`src/rtl/dsp_pkg.sv`:
```
package dsp_pkg;
  localparam int BEAT_BYTES = 8;
  localparam int DATA_W = BEAT_BYTES * 8;
  localparam int OFF_W = $clog2(BEAT_BYTES);

  // Strobe bundle from control to datapath: one slot reserved per issued read
  typedef struct packed {
    logic                  alloc;
    logic                  last;
    logic [BEAT_BYTES-1:0] keep;
  } slotWr_t;
endpackage

```
`src/rtl/dsp_ctrl.sv`:
```
module dsp_ctrl
  import dsp_pkg::*;
#(
  parameter int ADDR_W = 32,
  parameter int LEN_W  = 16,
  parameter int NUM_Q  = 4,
  localparam int QID_W = (NUM_Q > 1) ? $clog2(NUM_Q) : 1
) (
  input  logic              clk,
  input  logic              rstN,
  input  logic [NUM_Q-1:0]  qMode,
  input  logic              intValid,
  output logic              intReady,
  input  logic [QID_W-1:0]  intQid,
  input  logic [ADDR_W-1:0] intAddr,
  input  logic [LEN_W-1:0]  intLen,
  input  logic              bypValid,
  output logic              bypReady,
  input  logic [QID_W-1:0]  bypQid,
  input  logic [ADDR_W-1:0] bypAddr,
  input  logic [LEN_W-1:0]  bypLen,
  input  logic              bypSop,
  input  logic              bypEop,
  output logic              rdReqValid,
  input  logic              rdReqReady,
  output logic [ADDR_W-1:0] rdReqAddr,
  input  logic              slotFree,
  output slotWr_t           wrStb,
  output logic              protoErr
);
  logic                  busy;
  logic [ADDR_W-1:0]     curAddr;
  logic [LEN_W-1:0]      beatsLeft;
  logic [BEAT_BYTES-1:0] tailKeep;
  logic                  closeOnTail;
  logic                  pktOpen;
  logic                  errQ;

  logic                  bypTake, intTake, anyTake;
  logic                  bypModeByp;
  logic [ADDR_W-1:0]     selAddr;
  logic [LEN_W-1:0]      selLen;
  logic                  selClose;
  logic [LEN_W:0]        roundUp;
  logic [LEN_W-1:0]      beatsNew;
  logic [OFF_W-1:0]      rem;
  logic [BEAT_BYTES-1:0] tailNew;
  logic                  onTail, reqFire;

  // Arbitration: the side input wins whenever the engine is idle; the direct
  // input waits while a side-input packet is open so packets never interleave.
  assign bypReady = !busy;
  assign intReady = !busy && !bypValid && !pktOpen;
  assign bypTake  = bypValid && bypReady;
  assign intTake  = intValid && intReady;
  assign anyTake  = bypTake || intTake;

  // Mode is looked up in the queue context for the descriptor being taken
  assign bypModeByp = qMode[bypQid];

  always_comb begin
    if (bypTake) begin
      selAddr  = bypAddr;
      selLen   = bypLen;
      selClose = !bypModeByp || bypEop;
    end else begin
      selAddr  = intAddr;
      selLen   = intLen;
      selClose = 1'b1;
    end
  end

  // Beat count and final-beat byte mask derived from the byte length
  assign roundUp  = {1'b0, selLen} + (LEN_W+1)'(BEAT_BYTES - 1);
  assign beatsNew = (selLen == '0) ? LEN_W'(1) : LEN_W'(roundUp >> OFF_W);
  assign rem      = selLen[OFF_W-1:0];

  always_comb begin
    if (selLen == '0)
      tailNew = '0;
    else if (rem == '0)
      tailNew = '1;
    else
      tailNew = BEAT_BYTES'((32'd1 << rem) - 32'd1);
  end

  // Request issue: one beat per request, only when a buffer slot is free
  assign rdReqValid = busy && slotFree;
  assign rdReqAddr  = curAddr;
  assign reqFire    = rdReqValid && rdReqReady;
  assign onTail     = (beatsLeft == LEN_W'(1));

  assign wrStb.alloc = reqFire;
  assign wrStb.keep  = onTail ? tailKeep : '1;
  assign wrStb.last  = onTail && closeOnTail;

  always_ff @(posedge clk or negedge rstN) begin
    if (!rstN) begin
      busy        <= 1'b0;
      curAddr     <= '0;
      beatsLeft   <= '0;
      tailKeep    <= '0;
      closeOnTail <= 1'b0;
    end else if (anyTake) begin
      busy        <= 1'b1;
      curAddr     <= selAddr;
      beatsLeft   <= beatsNew;
      tailKeep    <= tailNew;
      closeOnTail <= selClose;
    end else if (reqFire) begin
      curAddr   <= curAddr + ADDR_W'(BEAT_BYTES);
      beatsLeft <= beatsLeft - LEN_W'(1);
      if (onTail) busy <= 1'b0;
    end
  end

  // Packet framing tracker and sticky sequence error for bypass-mode queues
  always_ff @(posedge clk or negedge rstN) begin
    if (!rstN) begin
      pktOpen <= 1'b0;
      errQ    <= 1'b0;
    end else if (bypTake && bypModeByp) begin
      pktOpen <= !bypEop;
      if (bypSop == pktOpen) errQ <= 1'b1;
    end
  end

  assign protoErr = errQ;
endmodule

```
`src/rtl/dsp_datapath.sv`:
```
module dsp_datapath
  import dsp_pkg::*;
#(
  parameter int DEPTH = 4,
  localparam int PTR_W = (DEPTH > 1) ? $clog2(DEPTH) : 1,
  localparam int CNT_W = $clog2(DEPTH + 1)
) (
  input  logic                  clk,
  input  logic                  rstN,
  input  slotWr_t               wrStb,
  output logic                  slotFree,
  input  logic                  rspValid,
  input  logic [DATA_W-1:0]     rspData,
  output logic                  tvalid,
  input  logic                  tready,
  output logic [DATA_W-1:0]     tdata,
  output logic [BEAT_BYTES-1:0] tkeep,
  output logic                  tlast
);
  logic [PTR_W-1:0] allocPtr, fillPtr, popPtr;
  logic [CNT_W-1:0] used, pendCnt;
  logic             fillOk, pop;

  logic [DEPTH-1:0]      filledVec;
  logic [DATA_W-1:0]     dataArr [DEPTH];
  logic [BEAT_BYTES-1:0] keepArr [DEPTH];
  logic                  lastArr [DEPTH];

  function automatic logic [PTR_W-1:0] nextPtr(input logic [PTR_W-1:0] p);
    return (p == PTR_W'(DEPTH - 1)) ? '0 : p + PTR_W'(1);
  endfunction

  assign fillOk   = rspValid && (pendCnt != '0);
  assign pop      = tvalid && tready;
  assign slotFree = (used < CNT_W'(DEPTH));

  // Ring of slots: reserved at request time, filled in order by responses,
  // drained in order by the stream output
  for (genvar g = 0; g < DEPTH; g++) begin : gSlot
    logic [DATA_W-1:0]     dataR;
    logic [BEAT_BYTES-1:0] keepR;
    logic                  lastR;
    logic                  fullR;

    always_ff @(posedge clk or negedge rstN) begin
      if (!rstN)
        fullR <= 1'b0;
      else if (fillOk && fillPtr == PTR_W'(g))
        fullR <= 1'b1;
      else if (pop && popPtr == PTR_W'(g))
        fullR <= 1'b0;
    end

    always_ff @(posedge clk) begin
      if (wrStb.alloc && allocPtr == PTR_W'(g)) begin
        keepR <= wrStb.keep;
        lastR <= wrStb.last;
      end
      if (fillOk && fillPtr == PTR_W'(g))
        dataR <= rspData;
    end

    assign filledVec[g] = fullR;
    assign dataArr[g]   = dataR;
    assign keepArr[g]   = keepR;
    assign lastArr[g]   = lastR;
  end

  always_ff @(posedge clk or negedge rstN) begin
    if (!rstN) begin
      allocPtr <= '0;
      fillPtr  <= '0;
      popPtr   <= '0;
      used     <= '0;
      pendCnt  <= '0;
    end else begin
      if (wrStb.alloc) allocPtr <= nextPtr(allocPtr);
      if (fillOk)      fillPtr  <= nextPtr(fillPtr);
      if (pop)         popPtr   <= nextPtr(popPtr);
      used    <= used + CNT_W'(wrStb.alloc) - CNT_W'(pop);
      pendCnt <= pendCnt + CNT_W'(wrStb.alloc) - CNT_W'(fillOk);
    end
  end

  assign tvalid = filledVec[popPtr];
  assign tdata  = dataArr[popPtr];
  assign tkeep  = keepArr[popPtr];
  assign tlast  = lastArr[popPtr];
endmodule

```
`src/rtl/desc_stream_packetizer.sv`:
```
module desc_stream_packetizer
  import dsp_pkg::*;
#(
  parameter int ADDR_W = 32,
  parameter int LEN_W  = 16,
  parameter int NUM_Q  = 4,
  parameter int DEPTH  = 4,
  localparam int QID_W = (NUM_Q > 1) ? $clog2(NUM_Q) : 1
) (
  input  logic                  clk,
  input  logic                  rstN,
  input  logic [NUM_Q-1:0]      qMode,
  input  logic                  intValid,
  output logic                  intReady,
  input  logic [QID_W-1:0]      intQid,
  input  logic [ADDR_W-1:0]     intAddr,
  input  logic [LEN_W-1:0]      intLen,
  input  logic                  bypValid,
  output logic                  bypReady,
  input  logic [QID_W-1:0]      bypQid,
  input  logic [ADDR_W-1:0]     bypAddr,
  input  logic [LEN_W-1:0]      bypLen,
  input  logic                  bypSop,
  input  logic                  bypEop,
  output logic                  rdReqValid,
  input  logic                  rdReqReady,
  output logic [ADDR_W-1:0]     rdReqAddr,
  input  logic                  rdRspValid,
  input  logic [DATA_W-1:0]     rdRspData,
  output logic                  tvalid,
  input  logic                  tready,
  output logic [DATA_W-1:0]     tdata,
  output logic [BEAT_BYTES-1:0] tkeep,
  output logic                  tlast,
  output logic                  protoErr
);
  slotWr_t wrStb;
  logic    slotFree;

  dsp_ctrl #(
    .ADDR_W(ADDR_W),
    .LEN_W (LEN_W),
    .NUM_Q (NUM_Q)
  ) uCtrl (
    .clk       (clk),
    .rstN      (rstN),
    .qMode     (qMode),
    .intValid  (intValid),
    .intReady  (intReady),
    .intQid    (intQid),
    .intAddr   (intAddr),
    .intLen    (intLen),
    .bypValid  (bypValid),
    .bypReady  (bypReady),
    .bypQid    (bypQid),
    .bypAddr   (bypAddr),
    .bypLen    (bypLen),
    .bypSop    (bypSop),
    .bypEop    (bypEop),
    .rdReqValid(rdReqValid),
    .rdReqReady(rdReqReady),
    .rdReqAddr (rdReqAddr),
    .slotFree  (slotFree),
    .wrStb     (wrStb),
    .protoErr  (protoErr)
  );

  dsp_datapath #(
    .DEPTH(DEPTH)
  ) uData (
    .clk     (clk),
    .rstN    (rstN),
    .wrStb   (wrStb),
    .slotFree(slotFree),
    .rspValid(rdRspValid),
    .rspData (rdRspData),
    .tvalid  (tvalid),
    .tready  (tready),
    .tdata   (tdata),
    .tkeep   (tkeep),
    .tlast   (tlast)
  );
endmodule

```
`config.mk`:
```
export PLATFORM = sky130hd
export DESIGN_NAME = desc_stream_packetizer
export DESIGN_NICKNAME = d
export VERILOG_FILES = /design/src/rtl/dsp_pkg.sv /design/src/rtl/dsp_ctrl.sv /design/src/rtl/dsp_datapath.sv /design/src/rtl/desc_stream_packetizer.sv
export SDC_FILE = /design/constraint.sdc
export NUM_CORES = 1
export LEC_CHECK = 0
export BUFFER_PORTS_ARGS = -buffer_cell sky130_fd_sc_hd__buf_2
export CORE_ASPECT_RATIO = 0.75
export CORE_MARGIN = 2
export CORE_UTILIZATION = 45
export CTS_BUF_LIST = sky130_fd_sc_hd__clkbuf_4 sky130_fd_sc_hd__clkbuf_8 sky130_fd_sc_hd__clkbuf_16
export DETAILED_ROUTE_END_ITERATION = 6
export GPL_TIMING_DRIVEN = 0
export PLACE_DENSITY = 0.79
export SLEW_MARGIN = 20
export SYNTH_ARGS = -nofsm -noshare
export SYNTH_HDL_FRONTEND = slang
export SYNTH_HIERARCHICAL = 1
export SYNTH_SLANG_ARGS = --single-unit
```
`constraint.sdc`:
```
create_clock -name clk -period 2.6 [get_ports clk]
set_input_delay 0.39 -clock clk [delete_from_list [all_inputs] [get_ports clk]]
set_output_delay 0.39 -clock clk [all_outputs]
set_load 0.02 [all_outputs]
```
# Word-level counts from Yosys, hierarchy flattened
# Cells that the tools add are included.
[classes]
add_sub_neg = 11
n_lt_le_gt_ge = 4
eq_ne = 11
shift = 1
n_mux = 38
bitwise = 1
n_reduce_logical = 43
[op_table]
columns = ["cell", "count"]
rows = [
  ["64-bit binary-select mux with 2-bit select", 1],
  ["64-bit two-way mux", 2],
  ["32-bit two-way mux", 3],
  ["16-bit two-way mux", 3],
  ["8-bit two-way mux", 5],
  ["32-bit by 4-bit adder with 32-bit output, second input constant", 1],
  ["1-bit logical AND", 22],
  ["16-bit by 3-bit adder with 17-bit output, second input constant", 1],
  ["8-bit binary-select mux with 2-bit select", 1],
  ["16-bit by 1-bit == test with 1-bit output, second input constant", 1],
  ["16-bit logical NOT", 1],
  ["1-bit two-way mux", 16],
  ["16-bit by 1-bit subtractor with 16-bit output, second input constant", 1],
  ["14-bit two-way mux", 1],
  ["2-bit == test, second input constant", 6],
  ["2-bit nonzero test", 6],
  ["1-bit by 3-bit << shifter with 8-bit output, first input constant", 1],
  ["8-bit by 1-bit subtractor with 8-bit output, second input constant", 1],
  ["2-bit by 1-bit adder with 2-bit output, second input constant", 3],
  ["3-bit by 1-bit adder with 3-bit output", 2],
  ["1-bit binary-select mux with 2-bit select", 3],
  ["2-bit by 1-bit == test with 1-bit output, second input constant", 3],
  ["2-bit logical NOT", 3],
  ["2-bit by 3-bit less-than comparator with 1-bit output, second input constant", 2],
  ["11 further kinds", 20],
]
[word_totals]
register_bits = 368
inputBits = 177
out_inout_bits = 110

# Depth between registers and ports, before layout
[logic_depth]
depth_word = 7
mapped_depth = 12
depth_no_buf = 8

# Hierarchy
# Netlist, hierarchy kept.
[by_module_without_submodules]
columns = ["mod", "instances", "cells_each", "area_each_um2"]
rows = [
  ["dsp_datapath", 1, 477, 11602.4],
  ["dsp_ctrl", 1, 495, 4205.3],
]

# Worst setup path before layout
# Ideal clock, no wire load.
[synth_path]
kind = "register to register"
from = "reg uData.pendCnt[0]"
to = "reg uData.gSlot[0].dataR[0], enable pin"
setup_ns = 0.431
t_arrival_ns = 2.246
slack_ns = -0.076
path_stages_with_launch = 3
path_buffers = 1
period_less_slack_ns = 2.676
path_cell_list = "dfrtp_1 > clkbuf_1 > o311a_1"
[synth_between]
elab_chain_cells = 3
[synth_rtl]
columns = ["element", "line_no", "rtl"]
rows = [
  ["from (decl)", "dsp_datapath.sv:21", "logic [CNT_W-1:0] used, pendCnt;"],
  ["from (signal assigned)", "dsp_datapath.sv:81", "pendCnt <= pendCnt + CNT_W'(wrStb.alloc) - CNT_W'(fillOk);"],
  ["3-bit nonzero test", "dsp_datapath.sv:33", "assign fillOk = rspValid && (pendCnt != '0);"],
  ["1-bit logical AND", "dsp_datapath.sv:33", ""],
  ["1-bit logical AND", "dsp_datapath.sv:59", "if (fillOk && fillPtr == PTR_W'(g))"],
  ["to (signal assigned)", "dsp_datapath.sv:60", "dataR <= rspData;"],
  ["to (decl)", "dsp_datapath.sv:40", "logic [DATA_W-1:0] dataR;"],
]
# Every way passes these cells.
# A chain may end at the register's enable or synchronous reset.

# Final worst setup path
[layout_path]
from = "reg uCtrl.pktOpen"
to = "reg uCtrl.curAddr[26] (netlist: uCtrl/rdReqAddr[26])"
[layout_between]
elab_chain_cells = 5
[layout_rtl]
columns = ["element", "line_no", "rtl"]
rows = [
  ["from (decl)", "dsp_ctrl.sv:36", "logic pktOpen;"],
  ["from (signal assigned)", "dsp_ctrl.sv:123", "pktOpen <= !bypEop;"],
  ["1-bit logical NOT (*)", "dsp_ctrl.sv:53", "assign intReady = !busy && !bypValid && !pktOpen;"],
  ["1-bit logical AND (*)", "dsp_ctrl.sv:53", ""],
  ["1-bit logical AND (*)", "dsp_ctrl.sv:55", "assign intTake = intValid && intReady;"],
  ["1-bit logical OR (*)", "dsp_ctrl.sv:56", "assign anyTake = bypTake || intTake;"],
  ["32-bit two-way mux or 2-bit nonzero test (tied branches)", "n/a", ""],
  ["to (signal assigned)", "dsp_ctrl.sv:106", "curAddr <= selAddr;"],
  ["to (signal assigned)", "dsp_ctrl.sv:111", "curAddr <= curAddr + ADDR_W'(BEAT_BYTES);"],
  ["to (decl)", "dsp_ctrl.sv:32", "logic [ADDR_W-1:0] curAddr;"],
]
# Every way passes the cells marked *; elsewhere a longest branch is shown, timed or not.

==> metrics.md <==
| Metric | Value |
|---|---|
| Maximum VDD drop | around 0.84 mV |
| Initial antenna violation count | 3 |
| Startpoint Class | flop |
| Sequential Area | 10700 um2 |
| Switching power | between 7 and 8 mW |
| Yosys top cell area share | a little under three fifths |
| Flops & latches, synth | ~370 |
| Clock Sinks | 368 |
| Sw Share | between 30 and 40% |
| Cell area after synthesis | about 16000 um2 |
| Final instance area | 19400 um2 |
| Die H | approximately 170 um |
| YS warnings | 6 |
| Num rows | 59 |
| Hold Crit Start | rdRspData[9] |
| Required @ worst endpoint | roughly 3 ns |
| Final layout net count | about 1.5k |
| Most common cell in the netlist | edfxtp_1 |
| Top cells by count, synth | edfxtp_1 (292), nand2_1 (98), dfrtp_1 (76), mux4_2 (74), nor2_1 (43) |
| Gr usage total | slightly above 20% |
| Crit Path Max Fanout | 10 |
| CTS tree | yes |
| FMAX | around 0.40 GHz |
| Sum Neg Setup Slack | 0 ns |
| Routed len/inst | 20.9 um |
| IO Pins | around 290 |
| Final Critical Period | around 2.5 ns |
| Core area | roughly 35000 um2 |
| First-pass GRT wire length | between 50000 and 60000 um |
| Post-synth top flop | edfxtp_1 |
| CP startpoint | uCtrl/pktOpen |
| Pwr Density | 1100 nW/um2 |
| Largest stage delay, worst path | around 0.54 ns |
| Hold Fails Final Rpt | 0 |
| Area leader, netlist | edfxtp_1 |
| Slew Limit Fails | 0 |
| Logic pwr share | 34.2% |
| Residual DRC | 0 |
| Worst-skew pair later-pin latency | about 0.53 ns |
| Cell with the most instances on the worst path | clkbuf_1 |
| CTS buffer count | 39 |
| Final Setup Violations | 0 |
| Worst Setup End Kind | flop |
| Share of layout cells above drive strength 1 | 36.9% |
| Power Internal | about 14 mW |
| Routed Antenna Nets | 0 |
| Post-Route WL | about 37000 um |
| Async set-or-reset flop fraction in the synthesized netlist | slightly above 20% |
| Via Count | approximately 10k |
| Largest net degree at the start of global routing | 48 |
| Syn nets | ~1.2k |
| Arrival time at the worst endpoint | 2.86 ns |
| TritonRoute pass-1 iters | 5 |
| Leak | between 7 and 8 nW |
| Crit Path Category | reg2reg |
| Setup Skew | between 0.01 and 0.015 ns |
| Iter 0 DRT Violations | 679 |
| Clock buffer depth | 3 |
| Hold depth | 1 |
| Port buffer count | approximately 280 |
| Synth unique cells | 70 |
| Placed Area | between 15000 and 20000 um2 |
| Fillers | 2704 |
| Full die area | 36700 um2 |
| Clock Pin Slew Worst Setup and Hold Paths | about 0.060 ns |
| Worst path slowest cell | clkbuf_1 |
| RSZ-0062 raised after global routing | false |
| Final HPWL DP | between 20000 and 30000 um |
| Reg2Reg Depth | 5 |
| R2R Path Start | uCtrl/pktOpen |
| GRT Residual Overflow | 0 |
| CTS H-Tree Depth | 2 |
| Status | finished clean |
| Max Cap Viol | 0 |
| Sequential share of power | between 30% and 40% |
| Worst slew pin tran | 0.659 ns |
| CP Cell Sequence | nor2b_1 > o21ai_0 > clkbuf_1 > clkbuf_1 > a21oi_1 |
| Post-synth EDFFs | approximately 300 |
| Area grow syn2layout | 22.6% |
| Gpl congestion | 0.895 |
| Starting Density | between 40% and 50% |
| Horiz. Die Dim | between 200 and 250 um |
| Clock power frac | approximately a quarter |
| Slew HR | ~56% |
| Drt via density | about 5.5 |
| Vias in the first global route | between 10k and 15k |
| Area of the multi-input gates | 4770 um2 |
| Hold Crit Class | in2reg |
| Seq/Total Area, Yosys | 67.5% |
| Tcrit/Tclk final | 95.5% |
| Top cells by area, synth | edfxtp_1 (55%), dfrtp_1 (12%), mux4_2 (11%) |
| Root buf cell | clkbuf_16 |
| Post-Syn Instances | 972 |
| Syn_area_per_cell | roughly 16 um2 |
| Finished Core Util | between 50% and 60% |
worst max-delay path: cells and delay by family, from the launching register on:
family / cells / cell delay, ns
compound gates: 2 / 0.65
simple gates: 1 / 0.17
buf+inv: 2 / 1.02
flops: 1 / 0.50
repair_timing:
item	CTS	global route
endpoints found under the hold margin	30	0
hold buffers	1	0
gates resized for setup	2	15
buffers inserted	0	3
pin swaps	0	1
endpoints found under the setup margin	52	107
area by class of cell:
type,instances,share of cell area (%)
sequential,368,55.1
antenna,1,0.0129
buffer,46,1.76
inverter,29,0.562
clock buffer,45,5.27
multi-input combinational,529,24.6
timing repair buffer,293,8.29
clock inverter,25,1.45
tap,457,2.95
per-stage QoR:
step                      instances  worst slack [ns]  hold slack (ns)  total power [mW]
after CTS                      1789            0.0236           0.0466              21.6
after global placement         1713           -0.0735            0.454              15.6
final                          1793             0.118           0.0727              21.4
after floorplan                 972             0.429           0.0944              13.4
after detailed placement       1718           -0.0979            0.383              16.0
after global routing           1792           0.00496           0.0542              22.5
final timing paths:
path	endpoint	slack (ns)
min in group asynchronous	uData/gSlot[2].fullR	0.39
max	uCtrl/rdReqAddr[26]	0.12
max reg2reg	uCtrl/rdReqAddr[26]	0.12
min reg2reg	uCtrl/tailKeep[7]	0.47
max in group asynchronous	uCtrl/rdReqAddr[8]	1.58
min	uData/gSlot[3].dataR[9]	0.07
layout by cell type (no fill, tap or decap), types with 10 or more instances in the layout:
master	count
clkbuf_16	39
xor2_1	14
o21ai_0	23
clkbuf_4	14
and3_1	19
buf_2	287
xnor2_1	25
mux2i_1	26
nand2_1	98
a21oi_1	21
nor2_1	43
inv_1	29
mux4_2	74
ha_1	21
edfxtp_1	292
clkbuf_1	13
a31oi_1	14
and2_1	10
nand2b_1	11
dfrtp_1	76
nand3_1	12
nor3_1	14
sequential cells by signal (all words and copies together), names as in the netlist:
signal,count
uCtrl/beatsLeft,16
uCtrl/busy,1
uCtrl/closeOnTail,1
uCtrl/pktOpen,1
uCtrl/protoErr,1
uCtrl/rdReqAddr,32
uCtrl/tailKeep,8
uData/allocPtr,2
uData/fillPtr,2
uData/gSlot.dataR,256
uData/gSlot.fullR,4
uData/gSlot.keepR,32
uData/gSlot.lastR,4
uData/pendCnt,3
uData/popPtr,2
uData/used,3
cell families after synthesis:
kind of cell,synth area share [%]
AO/OA/AOI/OAI,4.65
XOR/XNOR,2.16
adder cells (fa/ha/maj),1.92
buffers and inverters,2.68
flip-flops,67.5
multiplexers,13.0
AND/OR/NAND/NOR,8.07
power by group through the flow:
| stage | registers, mW | clock network (mW) | logic (mW) |
|---|---|---|---|
| 4_1_cts | 8.54 | 5.68 | 7.35 |
| 5_1_grt | 8.69 | 5.92 | 7.93 |
| 6_report | 8.54 | 5.54 | 7.32 |
| 3_3_place_gp | 8.60 | 0 | 7.05 |
| 3_5_place_dp | 8.65 | 0 | 7.33 |
| 2_1_floorplan | 8.70 | 0 | 4.74 |
per-layer routing:
layer | share of wire (%) | track usage (%) | routed length [um] | vias to the layer above
met5 | 0.088 | 0 | 33 | -
met4 | 3.1 | 6.62 | 1160 | 6
met3 | 8.0 | 5.00 | 2990 | 78
met2 | 49 | 34.7 | 18400 | 413
met1 | 40 | 26.2 | 14900 | 4873
li1 | - | - | - | 4433
(Power assumes the default switching activity.)
